**src/rtl/seg_burst_throttle.sv**
```systemverilog
module seg_burst_throttle #(
  parameter int BUF_BYTES = 4096,
  parameter int MAX_BURST = 256,
  parameter int HDR_SLACK = 80,
  parameter int LEN_W     = 16,
  parameter int FREE_W    = $clog2(BUF_BYTES + 1)
) (
  input  logic              clk,
  input  logic              rst_n,
  input  logic              cfg_we,
  input  logic [31:0]       cfg_wdata,
  output logic [31:0]       cfg_rdata,
  input  logic              desc_valid,
  input  logic [LEN_W-1:0]  desc_bytes,
  output logic              burst_req,
  output logic [LEN_W-1:0]  burst_len,
  input  logic              burst_gnt,
  input  logic              drain_pulse,
  input  logic [LEN_W-1:0]  drain_bytes,
  output logic [FREE_W-1:0] free_bytes,
  output logic              desc_done,
  output logic              cfg_err
);
  localparam int AW = ((FREE_W > LEN_W) ? FREE_W : LEN_W) + 2;
  localparam logic [AW-1:0] BUF_X = AW'(BUF_BYTES);
  localparam logic [AW-1:0] MAX_X = AW'(MAX_BURST);

  logic [15:0]       pad_q, min_q;
  logic [FREE_W-1:0] free_q;
  logic [LEN_W-1:0]  rem_q, len_q;
  logic              active_q, req_q, done_q, err_q;

  logic [AW-1:0] free_x, pad_x, min_x, rem_x, usable, lim, want, free_sum, free_d;
  logic          room, can_issue, fire, bad_cfg;

  assign cfg_rdata  = {pad_q, min_q};
  assign burst_req  = req_q;
  assign burst_len  = len_q;
  assign free_bytes = free_q;
  assign desc_done  = done_q;
  assign cfg_err    = err_q;

  assign free_x = AW'(free_q);
  assign pad_x  = AW'(pad_q);
  assign min_x  = AW'(min_q);
  assign rem_x  = AW'(rem_q);

  assign usable    = (free_x > pad_x) ? free_x - pad_x : '0;
  assign lim       = (rem_x < usable) ? rem_x : usable;
  assign want      = (lim < MAX_X) ? lim : MAX_X;
  assign room      = (rem_x < min_x) ? (usable >= rem_x) : (usable >= min_x);
  assign can_issue = active_q && !req_q && (usable != '0) && room;
  assign fire      = req_q && burst_gnt;
  assign bad_cfg   = BUF_X <= (min_x + pad_x + AW'(HDR_SLACK));

  assign free_sum = free_x - (fire ? AW'(len_q) : '0) + (drain_pulse ? AW'(drain_bytes) : '0);
  assign free_d   = (free_sum > BUF_X) ? BUF_X : free_sum;

  always_ff @(posedge clk) begin
    if (!rst_n) begin
      pad_q    <= 16'h0100;
      min_q    <= 16'h0400;
      free_q   <= FREE_W'(BUF_BYTES);
      rem_q    <= '0;
      len_q    <= '0;
      active_q <= 1'b0;
      req_q    <= 1'b0;
      done_q   <= 1'b0;
      err_q    <= 1'b0;
    end else begin
      done_q <= 1'b0;
      err_q  <= err_q | bad_cfg;
      free_q <= FREE_W'(free_d);
      if (cfg_we) begin
        pad_q <= cfg_wdata[31:16];
        min_q <= cfg_wdata[15:0];
      end
      if (fire) begin
        req_q <= 1'b0;
        rem_q <= rem_q - len_q;
        if (rem_q == len_q) begin
          active_q <= 1'b0;
          done_q   <= 1'b1;
        end
      end else if (can_issue) begin
        req_q <= 1'b1;
        len_q <= LEN_W'(want);
      end else if (!active_q && desc_valid && desc_bytes != '0) begin
        active_q <= 1'b1;
        rem_q    <= desc_bytes;
      end
    end
  end
endmodule

```
**config.mk**
```make
export PLATFORM = sky130hd
export DESIGN_NAME = seg_burst_throttle
export DESIGN_NICKNAME = d
export VERILOG_FILES = /design/src/rtl/seg_burst_throttle.sv
export SDC_FILE = /design/constraint.sdc
export NUM_CORES = 1
export LEC_CHECK = 0
export BUFFER_PORTS_ARGS = -buffer_cell sky130_fd_sc_hd__buf_2
export CAP_MARGIN = 25
export CORE_ASPECT_RATIO = 0.6
export CORE_MARGIN = 2
export CORE_UTILIZATION = 26
export DETAILED_ROUTE_END_ITERATION = 10
export PLACE_DENSITY = 0.4
export SETUP_SLACK_MARGIN = 0.2
export SYNTH_ARGS = -nofsm -noshare
export SYNTH_HDL_FRONTEND = slang
export SYNTH_SLANG_ARGS = --single-unit
```
**constraint.sdc**
```tcl
create_clock -name clk -period 5.9 [get_ports clk]
set_input_delay 0 -clock clk [delete_from_list [all_inputs] [get_ports clk]]
set_output_delay 0 -clock clk [all_outputs]
set_load 0.005 [all_outputs]
```
==> metrics.txt <==
ANT cells=0; CP endpoint kind=register; clock buffer depth=2; CP Class=reg2reg; Num CTS Buffers=9; DRT Pass-1 Iters=5; leading register cell type out of synthesis=dfxtp_1; outcome=finished, final reports clean; final critical-path required period=5.30 ns; RSZ-0062 raised after global routing=no; clk_lat worst skew=0.37 ns; vias per inst=4.94; CP required=6.14 ns; Comb power frac=71.9%; sequential area share after synthesis=20.0%; sw frac=50.7%; P_leak=4.70 nW; # clock sinks=81; #FFs+latches synth=81; most frequent cells in the layout=133 x ha_1, 133 x buf_2, 95 x nor2_1, 82 x inv_1, 81 x dfxtp_1; startpoint types=register; final hold vios=0; fmax=189 MHz; Netlist cell types=77; first-pass GRT wire length=46.5 mm; GR Overflow Total=0; Clock Skews=0.00898 ns; initial antenna violation count=1; Worst Tran Pin Value=0.870 ns; H-tree levels=3; share of cells above drive strength 1=16.8%; Clk pwr share=12.6%; GP Congestion=0.887; Post-synth EDFFs=0; Worst path max stage delay=0.44 ns; sequential fraction of design power=15.4%; Root Buffer Master=clkbuf_16; Max VDD drop=218 uV; fill cell count=3306; Final Max Tran Viols=0; number of global-route vias before repair=7497; Iter 0 DRT Violations=544; worst-path maximum fanout=8; die area=0.0326 mm^2; die width=232 um; CTS tree=built; Routed Antenna Nets=0; drt total wl=30.4 mm; core box area=0.0303 mm^2; Area growth, synth to finish=23.5%; pin count of the biggest net entering global routing=35; DRC errors left=0; DR WL/cell=19.3 um; Final Util=33.0%; IO Count=134; mean post-synth cell area=8.17 um^2; Vias=7786; Mapped Cells=991; Pwr per Cell Area=468 mW/mm^2; Int Pwr=2.31 mW; delay-heaviest family, CP=compound AO/OA/AOI/OAI gates; nets@finish=1373; final HPWL from detailed placement=25.3 mm; Die Y=141 um; Switch Pwr=2.37 mW; total track usage=19.0%; # port buffers=133; min-delay worst type=in2reg; critical path data arrival time=5.54 ns; max_cap viols=0; ys async rst share=0%; part of the cycle the worst path needs=89.8%; slowest cell on the critical path=a2111oi_2; initial core utilization=26.7%; Max-slew headroom=41.5%; Setup-failing EPs final=0; Clk pin slew, worst setup/hold paths=0.07 ns; Yosys warning total=0; setup tns final=0 ns; Mapped Area=0.00810 mm^2; worst path bufs/invs=2; crit-path cells=and3_1, ha_1, inv_1, fa_1, a21o_1, a21oi_1, o211ai_1, and3_1, nor2_1, ha_1, a211o_1, o32a_1, a41oi_1, xnor2_1, nand4_1, a2111oi_2, o211ai_1, buf_4, or2_1; placement row count=49
power by group through the flow:
stage               clock [mW]  sequential, mW  combinational (mW)
floorplan                    0           0.691                2.38
global placement             0           0.738                3.30
detailed placement           0           0.740                3.24
CTS                      0.609           0.728                3.29
global route             0.635           0.736                3.76
finish                   0.592           0.723                3.37
registers in the layout, indices dropped and copies added (netlist names):
signal and flops:
active_q 1, pad_q 16, burst_len 16, rem_q 16, free_bytes 13, cfg_err 1, desc_done 1, min_q 16
burst_req 1
tightest hold or removal path, delay by kind of cell:
family,cells,cell delay (ns)
AO/OA/AOI/OAI,2,0.17
buffers and inverters,1,0.11
AND/OR/NAND/NOR,1,0.05
cell families after synthesis:
kind of cell / Yosys count / share of synthesized area (%)
compound gates: 252 / 22.2
mux: 45 / 5.56
flops: 81 / 20.0
simple gates: 324 / 20.6
other cells: 1 / 0.0463
xor+xnor: 39 / 4.22
buf+inv: 111 / 5.56
fa+ha+maj: 138 / 21.8
final timing paths:
check / from / to / slack [ns] / cells after the start
max reg2reg: burst_len[0] / free_bytes[12] / 0.60 / 19
min reg2reg: pad_q[6] / pad_q[6] / 0.52 / 2
max: burst_len[0] / free_bytes[12] / 0.60 / 19
min: desc_bytes[1] / rem_q[1] / 0.02 / 4
per-stage QoR:
step,instances,hold WS (ns),instance area (um^2),power [mW],setup WS [ns]
floorplan,994,0.130,8110,3.07,0.550
global placement,1518,0.223,9240,4.04,0.224
detailed placement,1520,0.229,9250,3.98,0.168
CTS,1576,0.00249,9950,4.63,0.433
global route,1577,0.0272,10000,5.13,0.207
finish,1577,0.0174,10000,4.68,0.600
metal layers:
metal	GRT usage, %	vias up	share of wire [%]
met5	0	-	0
met4	2.63	0	0.87
met3	5.72	15	6.1
met2	25.0	161	37
met1	30.0	3640	56
li1	-	3970	-
area by class of cell:
class | count | area, um^2 | area share (%)
repair buffers | 188 | 1190 | 11.9
inverters | 83 | 312 | 3.12
clock buffers | 10 | 239 | 2.39
flip-flops and latches | 81 | 1620 | 16.2
clock inverters | 5 | 56.3 | 0.563
multi-input cells | 802 | 6070 | 60.7
well taps | 408 | 510 | 5.11
timing repair:
| action | in CTS | in global routing |
|---|---|---|
| setup buffers | 2 | 0 |
| resized for setup | 0 | 7 |
| pin swaps | 1 | 0 |
| hold endpoints to repair | 39 | 0 |
| setup endpoints to repair | 1 | 16 |
| hold buffers | 39 | 0 |
cells in the mapped netlist, drive strengths merged, types with 4 or more instances:
library cell	number	area (um^2)
o211ai	14	110
o21a	14	105
a2111oi	7	68.8
a31oi	7	43.8
and4b	5	50.1
nand2	56	210
mux2i	45	450
a2111o	6	67.6
and3	13	81.3
fa	5	100
buf	12	78.8
nand4	15	93.8
nand2b	10	62.6
nor2b	15	93.8
a21o	31	233
nor2	95	357
inv	83	312
ha	133	1660
a211oi	23	198
nor3	29	156
o31ai	5	51.3
xor2	15	131
o211a	4	40.0
dfxtp	81	1620
nor4	15	113
a21oi	56	288
clkbuf	16	60.1
xnor2	24	210
o21ai	46	249
or3	13	81.3
nand3	19	95.1
o21bai	4	30.0
a21boi	5	37.5
and2	25	156
Power figures use the tool's default switching activity.
